--- config.mk ---
export PLATFORM = sky130hd
export DESIGN_NAME = mode_sequencer
export DESIGN_NICKNAME = d
export VERILOG_FILES = /design/src/rtl/modeseq_pkg.sv /design/src/rtl/modeseq_ctrl_reg.sv /design/src/rtl/modeseq_fsm.sv /design/src/rtl/mode_sequencer.sv
export SDC_FILE = /design/constraint.sdc
export NUM_CORES = 1
export LEC_CHECK = 0
export BUFFER_PORTS_ARGS = -buffer_cell sky130_fd_sc_hd__buf_2
export CORE_MARGIN = 4
export CORE_UTILIZATION = 35
export CTS_CLUSTER_SIZE = 24
export DETAILED_ROUTE_END_ITERATION = 10
export PLACE_DENSITY_LB_ADDON = 0.25
export SKIP_LAST_GASP = 1
export SLEW_MARGIN = 10
export SYNTH_ARGS = -nofsm -noshare
export SYNTH_HDL_FRONTEND = slang
export SYNTH_SLANG_ARGS = --single-unit
--- constraint.sdc ---
create_clock -name clk -period 1.4 [get_ports clk]
set_input_delay 0.21 -clock clk [delete_from_list [all_inputs] [get_ports clk]]
set_output_delay 0.21 -clock clk [all_outputs]
set_load 0.01 [all_outputs]
--- src/rtl/modeseq_pkg.sv ---
// Package: shared encodings and field positions of the mode sequencer.
// Assumes a 16-bit control word. Only bits named here exist.
package modeseq_pkg;
    typedef enum logic [1:0] {
        ACK_OPER  = 2'd0,
        ACK_RESET = 2'd1,
        ACK_HALT  = 2'd2,
        ACK_SLEEP = 2'd3
    } ack_mode_e;

    localparam int WORD_W    = 16;
    localparam int MODE_LO   = 8;
    localparam int SLEEP_BIT = 10;
    localparam int BOR_LO    = 11;

    // configuration fields: writable only in reset
    localparam logic [WORD_W-1:0] CFG_MASK   = 16'h180F;
    // sleep request and mode field: always writable
    localparam logic [WORD_W-1:0] LIVE_MASK  = 16'h0700;
    localparam logic [WORD_W-1:0] CTRL_RESET = 16'h0500;
    localparam logic [1:0]        BOR_AUTO_HALT = 2'b01;
    localparam logic [1:0]        REQ_HALT      = 2'b10;
    localparam logic [1:0]        REQ_FORCE     = 2'b11;
endpackage

--- src/rtl/modeseq_ctrl_reg.sv ---
// Control word storage. The configuration fields take writes only while the
// reached mode is reset. A bus-off halt request overrides the mode field.
// Assumes wr_en is a single-cycle strobe.
module modeseq_ctrl_reg
    import modeseq_pkg::*;
(
    input  logic              clk,
    input  logic              rst_n,
    input  logic              wr_en,
    input  logic [WORD_W-1:0] wdata,
    input  logic              cfg_open,
    input  logic              force_halt,
    output logic [WORD_W-1:0] ctrl_q
);
    logic [WORD_W-1:0] wmask;
    logic [WORD_W-1:0] ctrl_d;

    // Next value: masked write, then bus-off override of the mode field
    always_comb begin
        wmask  = LIVE_MASK | (cfg_open ? CFG_MASK : '0);
        ctrl_d = ctrl_q;
        if (wr_en)
            ctrl_d = (ctrl_q & ~wmask) | (wdata & wmask);
        if (force_halt)
            ctrl_d[MODE_LO+1:MODE_LO] = REQ_HALT;
    end

    // Register update with synchronous reset into sleep
    always_ff @(posedge clk) begin
        if (!rst_n) ctrl_q <= CTRL_RESET;
        else        ctrl_q <= ctrl_d;
    end
endmodule

--- src/rtl/modeseq_fsm.sv ---
// Reached-mode tracker. It turns the requested mode into a target and waits
// ACK_LAT clocks of a steady target before acknowledging it. Forced reset
// skips the wait. Sleep requested in operation is routed through halt.
// Assumes ACK_LAT >= 1.
module modeseq_fsm
    import modeseq_pkg::*;
#(
    parameter int ACK_LAT = 4
) (
    input  logic       clk,
    input  logic       rst_n,
    input  logic [1:0] mode_req,
    input  logic       sleep_req,
    output ack_mode_e  cur,
    output logic       pending
);
    localparam int CNT_W = (ACK_LAT > 1) ? $clog2(ACK_LAT) : 1;
    localparam logic [CNT_W-1:0] CNT_LOAD = CNT_W'(ACK_LAT - 1);

    ack_mode_e        tgt;
    ack_mode_e        pend;
    logic [CNT_W-1:0] cnt;
    logic             force_rst;

    // Target mode from the request bits and the mode already reached
    always_comb begin
        if (sleep_req)
            tgt = (cur == ACK_OPER) ? ACK_HALT : ACK_SLEEP;
        else begin
            case (mode_req)
                2'b00:   tgt = ACK_OPER;
                2'b10:   tgt = ACK_HALT;
                default: tgt = ACK_RESET;
            endcase
        end
        force_rst = !sleep_req && (mode_req == REQ_FORCE) && (cur != ACK_RESET);
    end

    // Settling counter and acknowledgement
    always_ff @(posedge clk) begin
        if (!rst_n) begin
            cur  <= ACK_SLEEP;
            pend <= ACK_SLEEP;
            cnt  <= '0;
        end else if (force_rst) begin
            cur  <= ACK_RESET;
            pend <= ACK_RESET;
            cnt  <= '0;
        end else if (tgt == cur) begin
            pend <= cur;
            cnt  <= '0;
        end else if (tgt != pend) begin
            pend <= tgt;
            cnt  <= CNT_LOAD;
        end else if (cnt == '0) begin
            cur  <= pend;
        end else begin
            cnt  <= cnt - 1'b1;
        end
    end

    assign pending = (tgt != cur);
endmodule

--- src/rtl/mode_sequencer.sv ---
// Top of the operating mode sequencer: register bus decode, control word,
// reached-mode tracker and mode outputs. Reads are combinational.
// Assumes bus_off_evt is a one-cycle pulse from the protocol engine.
module mode_sequencer
    import modeseq_pkg::*;
#(
    parameter int ACK_LAT = 4
) (
    input  logic              clk,
    input  logic              rst_n,
    input  logic              bus_sel,
    input  logic              bus_wr,
    input  logic              bus_addr,
    input  logic [WORD_W-1:0] bus_wdata,
    output logic [WORD_W-1:0] bus_rdata,
    input  logic              bus_off_evt,
    output logic [1:0]        ack_mode,
    output logic              in_reset,
    output logic              in_sleep,
    output logic              fifo_en
);
    logic [WORD_W-1:0] ctrl_q;
    logic [WORD_W-1:0] status;
    ack_mode_e         cur;
    logic              pending;
    logic              ctrl_wr;
    logic              busoff_halt;

    assign ctrl_wr     = bus_sel && bus_wr && !bus_addr;
    assign busoff_halt = bus_off_evt && (cur == ACK_OPER) &&
                         (ctrl_q[BOR_LO+1:BOR_LO] == BOR_AUTO_HALT);

    modeseq_ctrl_reg u_reg (
        .clk        (clk),
        .rst_n      (rst_n),
        .wr_en      (ctrl_wr),
        .wdata      (bus_wdata),
        .cfg_open   (cur == ACK_RESET),
        .force_halt (busoff_halt),
        .ctrl_q     (ctrl_q)
    );

    modeseq_fsm #(.ACK_LAT(ACK_LAT)) u_fsm (
        .clk       (clk),
        .rst_n     (rst_n),
        .mode_req  (ctrl_q[MODE_LO+1:MODE_LO]),
        .sleep_req (ctrl_q[SLEEP_BIT]),
        .cur       (cur),
        .pending   (pending)
    );

    // Status word assembly and read mux
    always_comb begin
        status = {4'b0, pending, (cur == ACK_SLEEP), (cur == ACK_HALT),
                  (cur == ACK_RESET), 8'b0};
        bus_rdata = bus_addr ? status : ctrl_q;
    end

    assign ack_mode = cur;
    assign in_reset = (cur == ACK_RESET);
    assign in_sleep = (cur == ACK_SLEEP);
    assign fifo_en  = (cur == ACK_OPER);
endmodule

# Word level (Yosys, flattened, before mapping)
# Cells that the tools add are included.
[totals]
ff_bits = 22
elab_cells = 63
[classes]
n_addsub = 1
eq_ne = 13
mux = 16
bitwise_logic = 7
reduce_logical = 19
[op_table]
columns = ["cell", "n"]
rows = [
  ["$and 16x16->16", 2],
  ["$mux 2", 11],
  ["$mux 16", 1],
  ["$not 16->16", 1],
  ["$or 16x16->16", 1],
  ["$mux 13", 1],
  ["$mux 10", 1],
  ["$eq 2x2->1 const B", 4],
  ["$ne 2x1->1 const B", 4],
  ["$logic_and 1x1->1", 6],
  ["$logic_not 2->1", 3],
  ["$reduce_and 3->1", 2],
  ["$reduce_bool 2->1", 3],
  ["$eq 2x1->1 const B", 2],
  ["$ne 2x2->1", 2],
  ["$pmux 2 s2", 1],
  ["$not 1->1", 3],
  ["$reduce_bool 3->1", 1],
  ["$reduce_or 3->1", 1],
  ["$eq 2x2->1", 1],
  ["$logic_not 1->1", 2],
  ["$reduce_or 2->1", 1],
  ["$sub 2x1->2 const B", 1],
  ["$mux 1", 1],
]

# Depth between registers and ports, before layout
# Gate-level depths: netlist (run 1).
[depth]
depth_word = 7
depth_mapped = 6
ltp_nobuf = 5

# Modules after synthesis
# Synthesis (run 1) repeated with hierarchy kept, for this count alone.
[unflattened]
hier_cells = 116
area_unflattened_um2 = 1039.7
[modules_own_cells]
columns = ["mod", "instances", "cells_each", "area_per_inst_um2", "seq_area_each_um2"]
rows = [
  ["modeseq_ctrl_reg", 1, 44, 442.9, 180.2],
  ["modeseq_fsm", 1, 46, 389.1, 120.1],
  ["mode_sequencer", 1, 26, 207.7, 0.0],
]

# Least setup slack after synthesis (run 1)
# OpenSTA, ideal clock, no wires.
[synth_path]
kind = "register -> register"
startpoint = "reg u_fsm.pend[1]"
endpoint = "reg u_fsm.cur[0]"
t_arrival_ps = 1432
path_slack_ps = -155
path_stages_with_launch = 7
cell_sequence = "dfxtp_1 buf_6 inv_2 o41ai_4 nor3_1 a211oi_2 mux2_1"
[synth_via]
elab_chain_cells = 3
[synth_rtl]
columns = ["item", "line_no", "source"]
rows = [
  ["from (decl)", "modeseq_fsm.sv:21", "ack_mode_e pend;"],
  ["from (signal assigned)", "modeseq_fsm.sv:50", "pend <= cur;"],
  ["from (signal assigned)", "modeseq_fsm.sv:53", "pend <= tgt;"],
  ["$ne 2x2->1", "modeseq_fsm.sv:52", "end else if (tgt != pend) begin"],
  ["$not 1->1 (no line)", "n/a", ""],
  ["$reduce_and 3->1 (no line)", "n/a", ""],
  ["to (signal assigned)", "modeseq_fsm.sv:56", "cur <= pend;"],
  ["to (decl)", "modeseq_fsm.sv:14", "output ack_mode_e cur,"],
]
# No other way between the ends.
# A chain may end at the register's enable or synchronous reset.

# Worst setup path in the final report (run 1)
[layout_path]
startpoint = "reg u_reg.ctrl_q[10]"
endpoint = "out bus_rdata[11]"
[layout_via]
elab_chain_cells = 3
[layout_rtl]
columns = ["item", "line_no", "source"]
rows = [
  ["from (decl)", "modeseq_ctrl_reg.sv:13", "output logic [WORD_W-1:0] ctrl_q"],
  ["from (signal assigned)", "modeseq_ctrl_reg.sv:31", "else ctrl_q <= ctrl_d;"],
  ["$mux 2", "modeseq_fsm.sv:27", "if (sleep_req)"],
  ["$ne 2x2->1", "modeseq_fsm.sv:62", "assign pending = (tgt != cur);"],
  ["$mux 16", "mode_sequencer.sv:56", "bus_rdata = bus_addr ? status : ctrl_q;"],
  ["to (decl)", "mode_sequencer.sv:15", "output logic [WORD_W-1:0] bus_rdata,"],
]
# No other way between the ends.

==> metrics, run 1 <==
global-route wire length before repair 4857 µm; DRC 0; WL/cell 15.16 µm; DRT iter0 DRCs 55; Final WS setup -0.2428 ns; pwr/cell area 657.8 mW/mm²; Slowest-stage cell, CP dfxtp_2; WP data required 1.19 ns; final setup fails 7; max incr delay on CP 0.34 ns; Layout Nets 218; hpwl dp 2127 µm; most frequent cells after synthesis dfxtp_1, nor2b_1, nand2_1; placed cell areas 0.001355 mm²; RSZ-0062 raised after global routing true; WP depth 7; largest family of logic cells by synthesized area simple AND/OR/NAND/NOR gates; post-synthesis simple-gate area fraction 22.76%; Synthesis Warnings 0; mux cell area share after synthesis 10.05%; total core area 0.002781 mm²; layout cells sized above 1 60.31%; Netlist cell types 40; H-tree Lvls 1; root buffer selected by CTS clkbuf_4; Final Hold Violating Endpoints 0; Syn-to-layout area delta 65.62%; CP top delay family flip-flops; worst vdd ir 573.1 µV; final wirelength 3410 µm; vias per inst 5.178; cell taking the most area after synthesis dfxtp_1; setup_tns -0.8778 ns; Rows 19; Final Slew Violations 0; hold path start bus_wdata[10]; Worst R2R Start u_fsm.pend[1]; CTS sink count 15; die width 62.34 µm; CP Cell Sequence buf_6 > nand2b_4 > o21ai_2 > nand2_1 > o211ai_1 > o21ai_1 > buf_2; CTS tree yes; fmax 608.7 MHz; status finished with violations; # hold bufs at CTS 0; LEAKAGE 0.8052 nW; Vias 1165; number of enable flip-flop cells after synthesis 0; mapped cell area 0.001033 mm²; Total Routing Usage GR 15.38%; reg2reg end u_fsm.cur[0]; Seq/Total Area, Yosys 29.06%; clock slew at the register clock pins of the worst setup and hold paths 0.10 ns; clk buf depth 2; Post-Synth XOR/XNOR Area 2.542%; buffers and inverters on the worst path 2; max cap viols 0; predominant post-synthesis flop cell dfxtp_1; number of cells on the worst hold path 3; CP max FO 5; Final period util 117.3%; CP Capture Type output port; Clock Skew 0.005848 ns; Compound-Gate Fraction of Synth Area 21.31%; pin count of the biggest net entering global routing 16; WHS Endpoint u_reg.ctrl_q[10]; most frequent cell after synthesis dfxtp_1; Hold WC Path Type input port to register; CP Class register to output port; Design Area, Final 0.001712 mm²; share of the synthesized area in the top cell type 29.06%; R2R depth 5; die area 0.003886 mm²; Setup crit start kind register; I/O pins 43; Async SR Flop Fraction 0%; GR Overflow Total 0; Initial DRT Pass Iterations 4; Post-Syn Instances 125; clk_lat worst skew 0.29 ns; Starting Density 37.16%; initial antenna violation count 0; Area contributors post-synth dfxtp_1, mux2i_1, nor2b_1; FF+latch count, synth 15; CP arrival 1.43 ns; port buffer count 28; adder-cell share of the synthesized area 1.211%; vias in the first global route 1072; r2r setup slk -0.24 ns; Final GP Congestion 0.7622; failing checks setup timing; Inserted Clock Buffers 3; Die H 62.34 µm; Syn Area/Cell 8.268 µm²; Antenna Diode Count 0; post-layout minimum cycle time 1.643 ns; ANT nets after route 0
## how the worst max path moves through the flow
stage | start | end | slack, ns
floorplan | u_reg.ctrl_q[8] | u_fsm.cur[0] | -0.06
global placement | u_fsm.pend[1] | u_fsm.cur[0] | -0.15
detailed placement | u_fsm.pend[1] | u_fsm.cur[0] | -0.18
CTS | u_reg.ctrl_q[10] | bus_rdata[11] | -0.22
global route | u_reg.ctrl_q[10] | bus_rdata[11] | -0.34
finish | u_reg.ctrl_q[10] | bus_rdata[11] | -0.24
## power by group
part | internal (mW) | total [mW] | leakage, nW | switching [mW]
Clock | 0.106 | 0.258 | 0.0177 | 0.151
Combinational | 0.229 | 0.419 | 0.666 | 0.190
Sequential | 0.433 | 0.449 | 0.121 | 0.0167
## layout by cell type, fill, tap and decap left out, types with 5 or more instances in the layout
cell and count:
inv_1 5, dfxtp_1 8, conb_1 7, buf_4 36, nand2_1 9, dfxtp_4 6
buf_6 11, mux2i_1 7, nor2b_1 11, buf_2 26
## logic make-up after synthesis
kind of cell,Yosys count
and+or+nand+nor,44
DFF,15
buffers and inverters,23
other,1
adders and majority gates,1
muxes,10
xor gates and xnor gates,3
AOI/OAI and AO/OA,28
## worst min-delay path, stage by stage
cell and delay [ns]:
buf_2 0.07, o21ai_0 0.08, nand2_1 0.06
## repair_timing
action                     4_1_cts  5_1_grt
resized for setup               29       25
setup endpoints to repair       17        9
buffers inserted                11       10
cloned                           0        0
pin swaps                       10       13
## cell type report
type / count / area, µm²
Fill cell: 220 / 1070
Multi-Input combinational cell: 93 / 747.0
Timing Repair Buffer: 74 / 539.3
Sequential cell: 15 / 324.1
Tap cell: 31 / 38.79
Inverter: 8 / 35.03
Clock buffer: 3 / 22.52
Clock inverter: 1 / 5.005
## through the flow
| step | utilization, % | hold WS, ns | instances | total power [mW] | setup WS [ns] |
|---|---|---|---|---|---|
| after floorplan | - | 0.3382 | 131 | 0.6449 | -0.06475 |
| after global placement | 48.72 | 0.4537 | 201 | 0.7456 | -0.1503 |
| after detailed placement | 48.72 | 0.4573 | 201 | 0.7528 | -0.1826 |
| after CTS | 55.87 | 0.1530 | 215 | 1.068 | -0.2246 |
| after global routing | 61.54 | 0.1666 | 225 | 1.183 | -0.3354 |
| final | 61.54 | 0.1461 | 225 | 1.126 | -0.2428 |
## routing by layer
| layer | vias to the layer above | routed length, µm | GRT usage [%] |
|---|---|---|---|
| li1 | 555 | - | - |
| met2 | 41 | 1742 | 26.17 |
| met4 | 0 | 102 | 8.488 |
| met3 | 10 | 166 | 1.802 |
| met5 | - | 0 | 0 |
| met1 | 559 | 1398 | 18.57 |
No activity file was read; power rests on OpenSTA's default activity.
==> run 2, diff against run 1 <==
- SYNTH_HIERARCHICAL: default -> 1
==> run 2 against run 1 <==
- the flow still finishes with violations (setup timing)
- setup slack worse by 0.023 ns
- power is 70% higher
- critical endpoint unchanged
- clock power is 4% lower
- largest cell class unchanged
- combinational power grew to 2.6 times the previous value
- critical path type unchanged
==> metrics, run 2 <==
initial antenna violation count 0 (unchanged); clock slew at the register clock pins of the worst setup and hold paths 0.09 ns (about the same); number of enable flip-flop cells after synthesis 0 (unchanged); Initial DRT Pass Iterations 4 (unchanged); WP data required 1.19 ns (about the same); Setup crit start kind register; CTS sink count 15 (unchanged); Reg area 315.3 µm² (-2.7%); DRC 0 (unchanged); clk buf depth 2 (unchanged); largest family of logic cells by synthesized area simple AND/OR/NAND/NOR gates; total core area 0.002805 mm² (+0.85%); adder-cell share of the synthesized area 1.203% (-0.0073 points); FF+latch count, synth 15 (unchanged); hpwl dp 1846 µm (-13%); Final WS setup -0.2660 ns (-0.02324 ns); RSZ-0062 raised after global routing true; max cap viols 0 (unchanged); layout cells sized above 1 53.94% (-6.4 points); area of the multi-input gates 719.4 µm² (-3.7%); vias per inst 5.031 (-2.8%); Syn-to-layout area delta 43.80%; Post-Synth XOR/XNOR Area 1.685% (-0.86 points); mapped cell area 0.001040 mm² (+0.61%); status finished with violations; H-tree Lvls 1 (unchanged); CP max FO 5 (unchanged); DRT iter0 DRCs 14 (-75%); most frequent cell after synthesis dfxtp_1; Async SR Flop Fraction 0% (unchanged); root buffer selected by CTS clkbuf_4; clk_lat worst skew 0.28 ns (about the same); pwr/cell area 1280 mW/mm² (+95%); CTS tree yes; failing checks setup timing; fillers 270 (+23%); port buffer count 28 (unchanged); CP arrival 1.46 ns (+0.03 ns); Seq/Total Area, Yosys 28.88% (-0.17 points); die width 62.51 µm (+0.26%); die area 0.003907 mm² (+0.53%); r2r setup slk -0.22 ns (+0.02 ns); global-route wire length before repair 4726 µm (-2.7%); ANT nets after route 0 (unchanged); post-synthesis simple-gate area fraction 26.35% (+3.6 points); Final Slew Violations 0 (unchanged); worst vdd ir 646.3 µV (+13%); Hold WC Path Type input port to register; Layout Nets 189 (-13%); Vias 986 (-15%); most frequent cells in the layout buf_2, buf_4, nor2b_1, dfxtp_1; final setup fails 7 (unchanged); mux cell area share after synthesis 8.424% (-1.6 points); Die H 62.51 µm (+0.26%); Total Routing Usage GR 14.81% (-0.57 points); post-layout minimum cycle time 1.666 ns (+0.02324 ns); Rows 19 (unchanged); Final period util 119.0% (+1.7 points); most frequent cells after synthesis dfxtp_1, nor2b_1; Netlist cell types 46 (+15%); Post-Syn Instances 116 (-7.2%); Final Hold Violating Endpoints 0 (unchanged); LEAKAGE 0.7135 nW (-11%); CP Capture Type output port; WL/cell 13.91 µm (-8.2%); Compound-Gate Fraction of Synth Area 19.98% (-1.3 points); I/O pins 43 (unchanged); pin count of the biggest net entering global routing 15 (-1); Clock Skew 0.003973 ns (-0.001875 ns); cell taking the most area after synthesis dfxtp_1; post-layout util 53.30% (-8.2 points); fmax 600.2 MHz (-1.4%); Final GP Congestion 0.8095 (+6.2%); Power, Total 1.913 mW (+70%); Setup WS pre-CTS -0.1638 ns (+0.01877 ns); Syn Area/Cell 8.963 µm² (+8.4%); share of the synthesized area in the top cell type 28.88% (-0.17 points); Antenna Diode Count 0 (unchanged); Inserted Clock Buffers 3 (unchanged); CP Class register to output port; Synthesis Warnings 6 (+6); Area contributors post-synth dfxtp_1, nor2b_1, buf_4; GR Overflow Total 0 (unchanged); predominant post-synthesis flop cell dfxtp_1; vias in the first global route 1007 (-6.1%); Starting Density 37.07% (-0.092 points); final wirelength 2726 µm (-20%); leading cell type in the layout, fill and taps excluded buf_2; # hold bufs at CTS 0 (unchanged)
-- run 2: changes by cell type in the layout (fill, tap and decap cells not counted), sizes merged, moves of 4 or more --
cell / delta
o21a: +6
mux2i: -5
nor3: -4
buf: -22
a21boi: +4
and3: +7
o21ai: -7
-- run 2: worst max-delay path, stage by stage, from the launching register on --
cell,delay (ns)
dfxtp_4,0.39
and4bb_2,0.27
a211oi_4,0.22
mux2_4,0.20
buf_6,0.09
-- run 2: power breakdown --
group | switching, mW | internal (mW)
clock network | 0.137 | 0.111
registers | 0.0612 | 0.491
logic | 0.461 | 0.653
total | 0.659 | 1.25
-- run 2: metal layers --
layer	wire length (µm)	GRT usage [%]	up-vias
li1	-	-	493
met2	1412	25.70	24
met1	1151	17.41	465
met5	0	0	-
met3	131	3.058	4
met4	30	6.612	0
-- run 2: path summary, 6_finish.rpt --
| kind | cells past startpoint | from | to |
|---|---|---|---|
| max | 4 | u_fsm/cur[1] | bus_rdata[11] |
| min | 3 | bus_wdata[10] | u_reg/ctrl_q[10] |
| max reg2reg | 4 | u_fsm/cur[1] | u_fsm/cur[0] |
| min reg2reg | 2 | u_fsm/pend[0] | u_fsm/cur[0] |
-- run 2: logic make-up (layout without fill, tap and decap cells) --
group | count (synthesis) | in the layout
XOR/XNOR | 2 | 2
AO/OA/AOI/OAI | 27 | 27
adder cells (fa/ha/maj) | 1 | 1
multiplexers | 7 | 7
AND/OR/NAND/NOR | 43 | 43
flip-flops | 15 | 15
other | 1 | 7
buffers and inverters | 20 | 63
-- run 2: repair_timing --
action	CTS	global route
setup buffers	3	1
pin swaps	4	2
setup endpoints to repair	8	14
gates resized for setup	19	12
-- run 2: layout make-up --
type                    instances  area share (%)
repair buffers                 52           24.69
clock buffers                   4           1.757
multi-input cells              87           48.12
inverters                       7           1.757
well taps                      31           2.594
flip-flops and latches         15           21.09
-- run 2: metrics by stage --
step / hold WS, ns / std cells / setup TNS [ns] / cell area (µm²)
after floorplan: 0.2980 / 122 / -0.3125 / 1075
after global placement: 0.4332 / 189 / -0.4426 / 1308
after detailed placement: 0.4435 / 189 / -0.5555 / 1308
after CTS: 0.1388 / 195 / -0.9535 / 1441
after global routing: 0.1690 / 196 / -1.487 / 1495
final: 0.1684 / 196 / -1.024 / 1495
